===== src/rtl/sysctl_pkg.sv =====
package sysctl_pkg;

  localparam int BIT_RAMMIN  = 0;
  localparam int BIT_XTAL    = 2;
  localparam int BIT_LOCK    = 3;
  localparam int BIT_IMOSLOW = 4;
  localparam int BIT_REPBOOT = 7;

  localparam logic [7:0] RSVD_MASK   = 8'b0110_0010;
  localparam logic [7:0] IGNORE_MASK = 8'b1110_1010;

  typedef struct packed {
    logic regHit;
    logic regWr;
    logic xtalWr;
  } ctlStrobe_t;

endpackage


===== src/rtl/sysctl_ctrl.sv =====
module sysctl_ctrl
  import sysctl_pkg::*;
#(
  parameter int ADDR_W = 8,
  parameter logic [ADDR_W-1:0] REG_ADDR = 8'hFE
) (
  input  logic              clk,
  input  logic              porN,
  input  logic              sysRstN,
  input  logic [ADDR_W-1:0] addr,
  input  logic              wrEn,
  input  logic              bootPulse,
  output ctlStrobe_t        strobe,
  output logic              locked,
  output logic              repeatBoot
);

  logic bootSeen;

  always_comb begin
    strobe.regHit = (addr == REG_ADDR);
    strobe.regWr  = strobe.regHit && wrEn;
    strobe.xtalWr = strobe.regWr && !locked;
  end

  // the lock is set by any write to the register and held until reset
  always_ff @(posedge clk) begin
    if (!sysRstN)          locked <= 1'b0;
    else if (strobe.regWr) locked <= 1'b1;
  end

  // boot history only follows power-on reset
  always_ff @(posedge clk) begin
    if (!porN) begin
      bootSeen   <= 1'b0;
      repeatBoot <= 1'b0;
    end else if (bootPulse) begin
      bootSeen <= 1'b1;
      if (bootSeen) repeatBoot <= 1'b1;
    end
  end

  a_r3_lock_after_write: assert property (@(posedge clk) disable iff (!sysRstN)
    strobe.regWr |=> locked);

  a_r6_repeat_sticky: assert property (@(posedge clk) disable iff (!porN)
    repeatBoot |=> repeatBoot);

  a_r6_second_pass: assert property (@(posedge clk) disable iff (!porN)
    (bootSeen && bootPulse) |=> repeatBoot);

endmodule


===== src/rtl/sysctl_dp.sv =====
module sysctl_dp
  import sysctl_pkg::*;
#(
  parameter int DATA_W = 8
) (
  input  logic              clk,
  input  logic              sysRstN,
  input  ctlStrobe_t        strobe,
  input  logic              wrXtal,
  input  logic              wrImo,
  input  logic              wrRam,
  input  logic              locked,
  input  logic              repeatBoot,
  input  logic              clkSelReq,
  output logic [DATA_W-1:0] rdData,
  output logic              xtalPresent,
  output logic              slowClkSel,
  output logic              imoSlow,
  output logic              ramClearMin
);

  always_ff @(posedge clk) begin
    if (!sysRstN) begin
      xtalPresent <= 1'b0;
      imoSlow     <= 1'b0;
      ramClearMin <= 1'b0;
      slowClkSel  <= 1'b0;
    end else begin
      if (strobe.xtalWr) xtalPresent <= wrXtal;
      if (strobe.regWr) begin
        imoSlow     <= wrImo;
        ramClearMin <= wrRam;
      end
      // registered gate of the firmware request by the crystal flag
      slowClkSel <= xtalPresent && clkSelReq;
    end
  end

  always_comb begin
    rdData = '0;
    if (strobe.regHit) begin
      rdData[BIT_REPBOOT] = repeatBoot;
      rdData[BIT_IMOSLOW] = imoSlow;
      rdData[BIT_LOCK]    = locked;
      rdData[BIT_XTAL]    = xtalPresent;
      rdData[BIT_RAMMIN]  = ramClearMin;
    end
  end

  a_r4_forced_internal: assert property (@(posedge clk) disable iff (!sysRstN)
    !xtalPresent |=> !slowClkSel);

  a_r5_follows_request: assert property (@(posedge clk) disable iff (!sysRstN)
    xtalPresent |=> (slowClkSel == $past(clkSelReq)));

  a_r2_locked_hold: assert property (@(posedge clk) disable iff (!sysRstN)
    locked |=> $stable(xtalPresent));

endmodule


===== src/rtl/sysctl_lockreg.sv =====
module sysctl_lockreg
  import sysctl_pkg::*;
#(
  parameter int ADDR_W = 8,
  parameter int DATA_W = 8,
  parameter logic [ADDR_W-1:0] REG_ADDR = 8'hFE
) (
  input  logic              clk,
  input  logic              porN,
  input  logic              rstN,
  input  logic [ADDR_W-1:0] addr,
  input  logic              wrEn,
  input  logic [DATA_W-1:0] wrData,
  output logic [DATA_W-1:0] rdData,
  input  logic              bootPulse,
  input  logic              clkSelReq,
  output logic              slowClkSel,
  output logic              xtalPresent,
  output logic              imoSlow,
  output logic              ramClearMin
);

  logic       sysRstN;
  logic       locked;
  logic       repeatBoot;
  ctlStrobe_t strobe;

  assign sysRstN = porN && rstN;

  sysctl_ctrl #(.ADDR_W(ADDR_W), .REG_ADDR(REG_ADDR)) u_ctrl (
    .clk(clk), .porN(porN), .sysRstN(sysRstN), .addr(addr), .wrEn(wrEn),
    .bootPulse(bootPulse), .strobe(strobe), .locked(locked),
    .repeatBoot(repeatBoot)
  );

  sysctl_dp #(.DATA_W(DATA_W)) u_dp (
    .clk(clk), .sysRstN(sysRstN), .strobe(strobe),
    .wrXtal(wrData[BIT_XTAL]), .wrImo(wrData[BIT_IMOSLOW]),
    .wrRam(wrData[BIT_RAMMIN]), .locked(locked), .repeatBoot(repeatBoot),
    .clkSelReq(clkSelReq), .rdData(rdData), .xtalPresent(xtalPresent),
    .slowClkSel(slowClkSel), .imoSlow(imoSlow), .ramClearMin(ramClearMin)
  );

  // writing reserved or read-only bits never makes reserved bits read back
  a_r9_ignored_bits: assert property (@(posedge clk) disable iff (!sysRstN)
    (strobe.regWr && |(wrData[7:0] & IGNORE_MASK))
      |=> (addr != REG_ADDR || (rdData[7:0] & RSVD_MASK) == 8'h00));

  // no decode outside the register address
  a_r1_other_addr_zero: assert property (@(posedge clk) disable iff (!sysRstN)
    (addr != REG_ADDR) |-> (rdData == '0));

endmodule


===== config.mk =====
export PLATFORM = sky130hd
export DESIGN_NAME = sysctl_lockreg
export DESIGN_NICKNAME = d
export VERILOG_FILES = /design/src/rtl/sysctl_pkg.sv /design/src/rtl/sysctl_ctrl.sv /design/src/rtl/sysctl_dp.sv /design/src/rtl/sysctl_lockreg.sv
export SDC_FILE = /design/constraint.sdc
export NUM_CORES = 1
export LEC_CHECK = 0
export BUFFER_PORTS_ARGS = -buffer_cell sky130_fd_sc_hd__buf_2
export CAP_MARGIN = 5
export CORE_AREA = 2 2 39 41
export CTS_CLUSTER_SIZE = 30
export DETAILED_ROUTE_END_ITERATION = 12
export DIE_AREA = 0 0 41 43
export PLACE_DENSITY = 0.65
export SETUP_SLACK_MARGIN = 0.05
export SYNTH_ARGS = -nofsm -noshare
export SYNTH_HDL_FRONTEND = slang
export SYNTH_SLANG_ARGS = --single-unit

===== constraint.sdc =====
create_clock -name clk -period 1 [get_ports clk]
set_clock_uncertainty 0.1 [all_clocks]
set_input_delay 0.2 -clock clk [delete_from_list [all_inputs] [get_ports clk]]
set_output_delay 0.2 -clock clk [all_outputs]
set_load 0.01 [all_outputs]

==> results.toml, run 1 <==
[status]
status = "finished with violations"
violations = "negative setup slack"

[detailed_routing]
avgViaCountPerCell = 4.24
final_antenna_net_count = 0
route.detailed.drc = 0
first_pass_iters = 2
dr.first_iter.drc_count = 1
drt_wl_total_um = 851
vias = 356
post_drt_wl_per_cell_um = 10.1

[yosys]
synth_warnings = 0
synth_area_um2 = 384
syn_area_per_cell_um2 = 10.1
ys_ff_latch = 7
synthCells = 38
seq_area_frac_synth_pct = 36.5
synth.distinct_cells = 17

[timing]
post-route-period-util_pct = 117
hold_ws_ns = 0.0668
fmax_mhz = 851
tns_ns = -0.877
rsz0062_at_grt = "yes"
fin_crit_ns = 1.17
finalSetupViolCount = 6
fin_ws_ns = -0.175
slew_viol_final = 0
hold_viol = 0

[critical_path]
path_class = "in -> out"
crit_path_max_fanout = 5
crit_path_end_kind = "output pin"
r2r_slack_ns = -0.01
worstPathArrival_ns = 0.87
required_ns = 0.70
start_kind = "input pin"

[grt]
grt_start_max_net_pins = 9
antenna_found_initial = 0
use_met2_pct = 16.6
grtUsageMet1_pct = 11.0
grt_pass1_vias = 340
overflow = 0
grt_usage_pct = 9.67
use_met3_pct = 1.57
grt_pass1_wl_um = 1180
gr-max-usage-layer = "met2"

[floorplanning]
dieArea_um2 = 1760
start_util_pct = 27.8
die_h_um = 43
io_pins = 34
fp.dieW_um = 41
core.rowCount = 14
core-area_um2 = 1380

[cts]
numCtsBuffers = 3
clock_path_buffers = 2
path_clk_slew_ns = 0.05
cts_sinks = 7
insertion_delay_ns = 0.24
cts_root_buffer = "clkbuf_4"
cts_tree = "yes"
htree_levels = 1

[placement]
port_buffers = 25
routabilityCongestion = 0.616
place_inst = 77
post_dp_cell_area_um2 = 529

[final_layout]
final_cell_area_um2 = 664
antenna_cells = 0
finalNonFillerCells = 84
final_util_pct = 48.0
syn_to_final_growth_pct = 73.0
drive_gt1_share_pct = 66.2
fin_nets = 91

[hold_path]
min_path_type = "in -> reg"

[power]
pwr_density_cell_nw_per_um2 = 942
ir_drop_uv = 505
leakagePower_uw = 0.000309

[job]
max_cap_viol_count = 0
## synthesized netlist by cell type
master | n | area (um^2)
a21oi_1 | 1 | 5.00
and2_1 | 6 | 37.5
and3_1 | 1 | 6.26
buf_4 | 3 | 22.5
clkbuf_2 | 1 | 5.00
conb_1 | 1 | 3.75
dfxtp_1 | 7 | 140
inv_1 | 1 | 3.75
mux2i_1 | 3 | 30.0
nand2_1 | 6 | 22.5
nand4_4 | 1 | 21.3
nand4b_4 | 1 | 23.8
nor2_1 | 1 | 3.75
nor2b_1 | 1 | 6.26
nor3_4 | 1 | 16.3
nor4_4 | 1 | 21.3
o21a_1 | 2 | 15.0
## state kept, by name (all words and copies together) (netlist names)
register,count
u_ctrl.bootSeen,1
u_ctrl.locked,1
u_ctrl.repeatBoot,1
u_dp.imoSlow,1
u_dp.ramClearMin,1
u_dp.slowClkSel,1
u_dp.xtalPresent,1
## final cells by class
cell class                      count  area (um^2)
Fill cell                         137          719
Multi-Input combinational cell     28          240
Timing Repair Buffer               28          229
Sequential cell                     7          145
Clock buffer                        4         26.3
Tap cell                           16         20.0
Inverter                            1         3.75
## critical path: stages
cell	delay [ns]
buf_6	0.07
nand4_4	0.15
nor2_4	0.20
and2_4	0.16
buf_6	0.09
## what timing repair did
item | 4_1_cts | 5_1_grt
pin swaps | 5 | 8
cloned | 0 | 0
resized for setup | 13 | 4
endpoints found under the setup margin | 10 | 12
hold buffers | 0 | 0
endpoints found under the hold margin | 0 | 0
setup buffers | 1 | 2
## path summary, 6_finish.rpt
| path | from | end | depth (start not counted) |
|---|---|---|---|
| max reg2reg | u_ctrl.locked | u_dp.xtalPresent | 2 |
| min | bootPulse | u_ctrl.bootSeen | 2 |
| max | addr[4] | rdData[4] | 5 |
| min reg2reg | u_ctrl.bootSeen | u_ctrl.bootSeen | 1 |
## placed cells by master, fill, tap and decap left out, types with 2 or more instances in the layout
cell type,n
mux2i_1,3
o21a_1,2
and2_4,5
dfxtp_2,4
nand2_1,6
dfxtp_1,3
conb_1,3
clkbuf_4,3
buf_4,3
buf_6,13
buf_2,12
## cell families after synthesis
group	synth area share, %
compound gates	5.21
other cells	0.976
flops	36.5
buf+inv	8.14
simple gates	41.4
mux	7.82
## per-stage QoR
step	power, uW	setup WS [ns]
CTS	631	-0.206
global placement	364	-0.250
floorplan	334	-0.00703
detailed placement	367	-0.274
global route	660	-0.216
finish	626	-0.175
## per-layer routing
metal  wire, um  vias up
met2        465       20
li1           -      182
met5          0        -
met3        103        0
met1        282      154
met4          0        0
## where the power goes
part           leakage [uW]  internal [uW]  switching (uW)  total [uW]
sequential        0.0000589            285            2.76         288
combinational      0.000235           47.7            38.9        86.7
clock             0.0000150            152             100         252
total              0.000309            484             142         626
Note: power is estimated with default switching activity, not from simulation.
==> run 2, diff against run 1 <==
--- a/config.mk
+++ b/config.mk
@@ -5,6 +5,7 @@
 export SDC_FILE = /design/constraint.sdc
 export NUM_CORES = 1
 export LEC_CHECK = 0
+export ABC_AREA = 1
 export BUFFER_PORTS_ARGS = -buffer_cell sky130_fd_sc_hd__buf_2
 export CAP_MARGIN = 5
 export CORE_AREA = 2 2 39 41
==> run 2 against run 1 <==
The flow still finishes with violations (negative setup slack). Clock power is 2% higher. Global-route usage is 3.7 points higher. Setup slack gained 0.028 ns. Power rose by 4.8%. Die area unchanged.
==> results.toml, run 2 <==
[detailed_routing]
final_antenna_net_count = 0
dr.first_iter.drc_count = 3
drt_wl_total_um = 1040
avgViaCountPerCell = 4.21
route.detailed.drc = 0
vias = 492
post_drt_wl_per_cell_um = 8.91
first_pass_iters = 4

[critical_path]
worstPathArrival_ns = 0.85
crit_path_max_fanout = 3
r2r_end = "u_dp.imoSlow"
crit_path_end_kind = "output pin"
path_class = "reg -> out"
r2r-start = "u_dp.imoSlow"
start_kind = "flop"
required_ns = 0.70
cpPeakStageDelay_ns = 0.35
rr_worst_depth = 4
r2r_slack_ns = 0.09
cp_slowest_cell = "dfxtp_2"
crit_chain = "inv_2 > nor2_2 > buf_2"

[power]
ir_drop_uv = 479
switching_share_pct = 23.9
pwr_density_cell_nw_per_um2 = 870
p_total_uw = 656
power.share.combinational_pct = 17.3
internal-power_uw = 499
seqPwrFrac_pct = 43.7
leakagePower_uw = 0.000379
clkPwrFrac_pct = 39.0
p_sw_uw = 157

[yosys]
synth_area_um2 = 393
syn_area_per_cell_um2 = 6.14
synth_warnings = 0
ys_ff_latch = 7
async_flop_share_pct = 0
synthCells = 64
yosys.area.top_type_share_pct = 35.7
synth_largest_area_cell = "dfxtp_1"
synth.distinct_cells = 13
seq_area_frac_synth_pct = 35.7
ys.flop_type = "dfxtp_1"
ys_top_cells_by_area = "dfxtp_1, nand2_1, inv_1, nor2_1, buf_4"
post-synth-top-count-cell = "nand2_1"
ys_top_cells_by_count = "nand2_1, inv_1, nor2_1"
synth_edf_count = 0

[timing]
fin_ws_ns = -0.147
slew_viol_final = 0
hold_ws_ns = 0.0688
fmax_mhz = 872
post-route-period-util_pct = 115
fin_crit_ns = 1.15
hold_viol = 0
rsz0062_at_grt = "yes"
finalSetupViolCount = 8

[job]
max_cap_viol_count = 0

[status]
status = "finished with violations"
violations = "negative setup slack"

[hold_path]
hold_path_depth = 3
min-delay-start = "clkSelReq"
min_to = "u_dp.slowClkSel"
min_path_type = "in -> reg"

[final_layout]
finalNonFillerCells = 117
final_cell_area_um2 = 754
syn_to_final_growth_pct = 92.0
drive_gt1_share_pct = 61.4
mostFrequentLayoutCells = "buf_6, buf_2, nand2_1"
fin_nets = 124
antenna_cells = 0
final_util_pct = 54.5
fill_cells = 138

[cts]
insertion_delay_ns = 0.25
cts_root_buffer = "clkbuf_4"
cts_tree = "yes"
cts_sinks = 7
clock_path_buffers = 2
htree_levels = 1
numCtsBuffers = 3
path_clk_slew_ns = 0.05

[grt]
grt_usage_pct = 13.4
grt_pass1_vias = 417
grt_pass1_wl_um = 1590
grt_start_max_net_pins = 6
overflow = 0
antenna_found_initial = 0

[placement]
place_inst = 107
port_buffers = 25
post_dp_cell_area_um2 = 591
routabilityCongestion = 0.641
dpl.hpwl_um = 743

[floorplanning]
dieArea_um2 = 1760
die_h_um = 43
io_pins = 34
core-area_um2 = 1380
start_util_pct = 28.4
fp.dieW_um = 41
core.rowCount = 14
run 2: critical path, delay by kind of cell (launching register included):
| kind | cells | cell delay [ns] |
|---|---|---|
| AND/OR/NAND/NOR | 1 | 0.08 |
| buffers and inverters | 2 | 0.17 |
| flip-flops | 1 | 0.35 |
run 2: cells by family after synthesis:
kind of cell           share of synthesized area [%]
flip-flops                                      35.7
other                                          0.954
buffers and inverters                           20.1
AND/OR/NAND/NOR                                 38.2
AO/OA/AOI/OAI                                   5.10
run 2: layout make-up:
cell class | count | area, um^2 | share of cell area (%)
multi-input cells | 41 | 221 | 29.4
repair buffers | 34 | 279 | 37.0
well taps | 16 | 20.0 | 2.65
flip-flops and latches | 7 | 146 | 19.4
inverters | 15 | 61.3 | 8.13
clock buffers | 4 | 26.3 | 3.48
run 2: power groups by stage:
stage | logic, uW | clock network, uW | registers (uW)
4_1_cts | 113 | 268 | 287
3_5_place_dp | 94.3 | 0 | 293
5_1_grt | 126 | 283 | 287
2_1_floorplan | 49.1 | 0 | 292
6_report | 114 | 256 | 287
3_3_place_gp | 92.5 | 0 | 292
run 2: routing by layer:
| metal | track usage, % | wire, um | vias to the layer above |
|---|---|---|---|
| met5 | 0 | 0 | - |
| met4 | 10.0 | 0 | 0 |
| met3 | 2.09 | 92 | 0 |
| met2 | 22.5 | 552 | 18 |
| met1 | 13.7 | 398 | 219 |
| li1 | - | - | 255 |
run 2: how the worst max path moves through the flow:
stage,start,end,slack (ns),depth (start not counted)
after floorplan,addr[5],rdData[0],0.03,6
after global placement,addr[0],rdData[2],-0.18,7
after detailed placement,addr[1],rdData[2],-0.18,8
after CTS,addr[0],rdData[7],-0.15,7
after global routing,addr[0],rdData[7],-0.20,7
final,u_dp.ramClearMin,rdData[0],-0.15,3
run 2: repair_timing:
item	CTS	global route
gates cloned	0	0
setup buffers	4	2
hold buffers	0	0
setup endpoints to repair	9	10
gates resized for setup	23	3
pin swaps	1	0
run 2: per-stage QoR:
stage	setup TNS [ns]	setup slack, ns
6_report	-0.896	-0.147
5_1_grt	-1.20	-0.204
4_1_cts	-0.945	-0.153
3_5_place_dp	-1.36	-0.181
3_3_place_gp	-1.32	-0.179
2_1_floorplan	0	0.0295
==> run 3, diff against run 2 <==
--- a/config.mk
+++ b/config.mk
@@ -12,6 +12,7 @@
 export CTS_CLUSTER_SIZE = 30
 export DETAILED_ROUTE_END_ITERATION = 12
 export DIE_AREA = 0 0 41 43
+export GPL_TIMING_DRIVEN = 0
 export PLACE_DENSITY = 0.65
 export SETUP_SLACK_MARGIN = 0.05
 export SYNTH_ARGS = -nofsm -noshare
==> run 3 against run 2 <==
The flow still finishes with violations (negative setup slack). Non-clock buffer count shrank 5. Largest cell class is now multi-input gates. Sequential cell count stayed put. Core utilization fell by 5.6 points. Sequential share of layout area increased by 1.9 points. Cell count down 4.3%.
==> results.toml, run 3 (same netlist as run 2, synthesis figures left out) <==
[status]
status = "finished with violations"
violations = "negative setup slack"

[critical_path]
cp_common_cell = "buf_2"
r2r_end = "u_dp.xtalPresent"
crit_path_max_fanout = 5
path_class = "in -> out"
worstPathArrival_ns = 0.87
critPathBufInv = 4
cp_slowest_cell = "nor2_4"
rr_worst_depth = 5
r2r_slack_ns = 0.15
crit_chain = "buf_2 > nand2_4 > inv_2 > nand2_2 > nor2_4 > inv_4 > nor2_2 > buf_2"
r2r-start = "u_ctrl.locked"
crit_family = "buffers and inverters"
cpPeakStageDelay_ns = 0.13
crit_path_end_kind = "output pin"
start_kind = "input pin"
required_ns = 0.70

[final_layout]
antenna_cells = 0
final_util_pct = 48.9
final_cell_area_um2 = 677
fill_cells = 149
fin_nets = 119
finalNonFillerCells = 112
final_common_cell = "buf_2"
drive_gt1_share_pct = 55.2
syn_to_final_growth_pct = 72.3
mostFrequentLayoutCells = "buf_2, nand2_1, inv_1"

[power]
p_sw_uw = 148
power.share.combinational_pct = 16.2
internal-power_uw = 488
clkPwrFrac_pct = 38.7
switching_share_pct = 23.2
pwr_density_cell_nw_per_um2 = 939
leakagePower_uw = 0.000338
seqPwrFrac_pct = 45.2
ir_drop_uv = 504

[hold_path]
min-delay-start = "clkSelReq"
min_path_type = "in -> reg"
hold_path_depth = 3
min_to = "u_dp.slowClkSel"

[detailed_routing]
route.detailed.drc = 0
first_pass_iters = 4
final_antenna_net_count = 0
post_drt_wl_per_cell_um = 8.13
drt_wl_total_um = 911
dr.first_iter.drc_count = 2
avgViaCountPerCell = 4.14
vias = 464

[cts]
cts.hold.buffers_added = 0
clock_path_buffers = 2
insertion_delay_ns = 0.24
cts_root_buffer = "clkbuf_4"
path_clk_slew_ns = 0.05
cts_tree = "yes"
cts_sinks = 7
numCtsBuffers = 3
htree_levels = 1

[floorplanning]
fp.dieW_um = 41
die_h_um = 43
core.rowCount = 14
io_pins = 34
dieArea_um2 = 1760
start_util_pct = 28.4
core-area_um2 = 1380

[timing]
post-route-period-util_pct = 117
hold_ws_ns = 0.0787
fin_crit_ns = 1.17
rsz0062_at_grt = "yes"
fin_ws_ns = -0.175
fmax_mhz = 851
hold_viol = 0
slew_viol_final = 0
finalSetupViolCount = 5

[job]
max_cap_viol_count = 0

[placement]
routabilityCongestion = 0.624
dpl.hpwl_um = 744
post_dp_cell_area_um2 = 591
place_inst = 107
port_buffers = 25

[grt]
grt_pass1_wl_um = 1390
grt_start_max_net_pins = 6
grt_pass1_vias = 419
grt_usage_pct = 11.2
overflow = 0
antenna_found_initial = 0
-- run 3: cell count changes in the layout (fill, tap and decap cells not counted), sizes merged --
| cell | delta |
|---|---|
| buf | -5 |
-- run 3: worst max-delay path by stage --
stage             from        end  slack, ns  depth (start not counted)
2_1_floorplan  addr[5]  rdData[0]       0.03                          6
3_3_place_gp   addr[0]  rdData[2]      -0.23                          7
3_5_place_dp   addr[1]  rdData[2]      -0.24                          8
4_1_cts        addr[0]  rdData[7]      -0.17                          7
5_1_grt        addr[6]  rdData[2]      -0.23                          8
6_report       addr[5]  rdData[7]      -0.17                          8
-- run 3: final cells by class --
class	count	area [um^2]	share of cell area, %
Sequential cell	7	144	21.3
Buffer	3	22.5	3.33
Multi-Input combinational cell	41	226	33.5
Timing Repair Buffer	26	176	26.1
Tap cell	16	20.0	2.96
Inverter	15	61.3	9.06
Clock buffer	4	26.3	3.88
-- run 3: tightest hold or removal path: stages --
cell and delay, ns:
buf_2 0.07, nand2_1 0.04, nor2_1 0.07
-- run 3: routing by layer --
metal  GRT usage (%)  wire [um]  vias to the layer above
met4            6.00          0                        0
met5               0          0                        -
met3            1.57         85                        0
met1            11.0        343                      199
li1                -          -                      245
met2            20.3        481                       20
-- run 3: power by group through the flow --
stage	Sequential (uW)	Clock, uW	Combinational, uW
final	287	246	103
after global routing	287	273	115
after CTS	287	259	103
after detailed placement	293	0	96.9
after global placement	292	0	95.3
after floorplan	292	0	49.1
-- run 3: what timing repair did --
| action | CTS | global route |
|---|---|---|
| resized for setup | 11 | 3 |
| pin swaps | 1 | 1 |
| setup buffers | 1 | 0 |
| endpoints found under the setup margin | 9 | 12 |
-- run 3: stage by stage --
step / setup TNS (ns) / power [uW] / worst slack [ns]
2_1_floorplan: 0 / 341 / 0.0295
3_3_place_gp: -1.33 / 388 / -0.228
3_5_place_dp: -1.40 / 390 / -0.237
4_1_cts: -0.821 / 648 / -0.171
5_1_grt: -1.13 / 675 / -0.231
6_report: -0.811 / 635 / -0.175
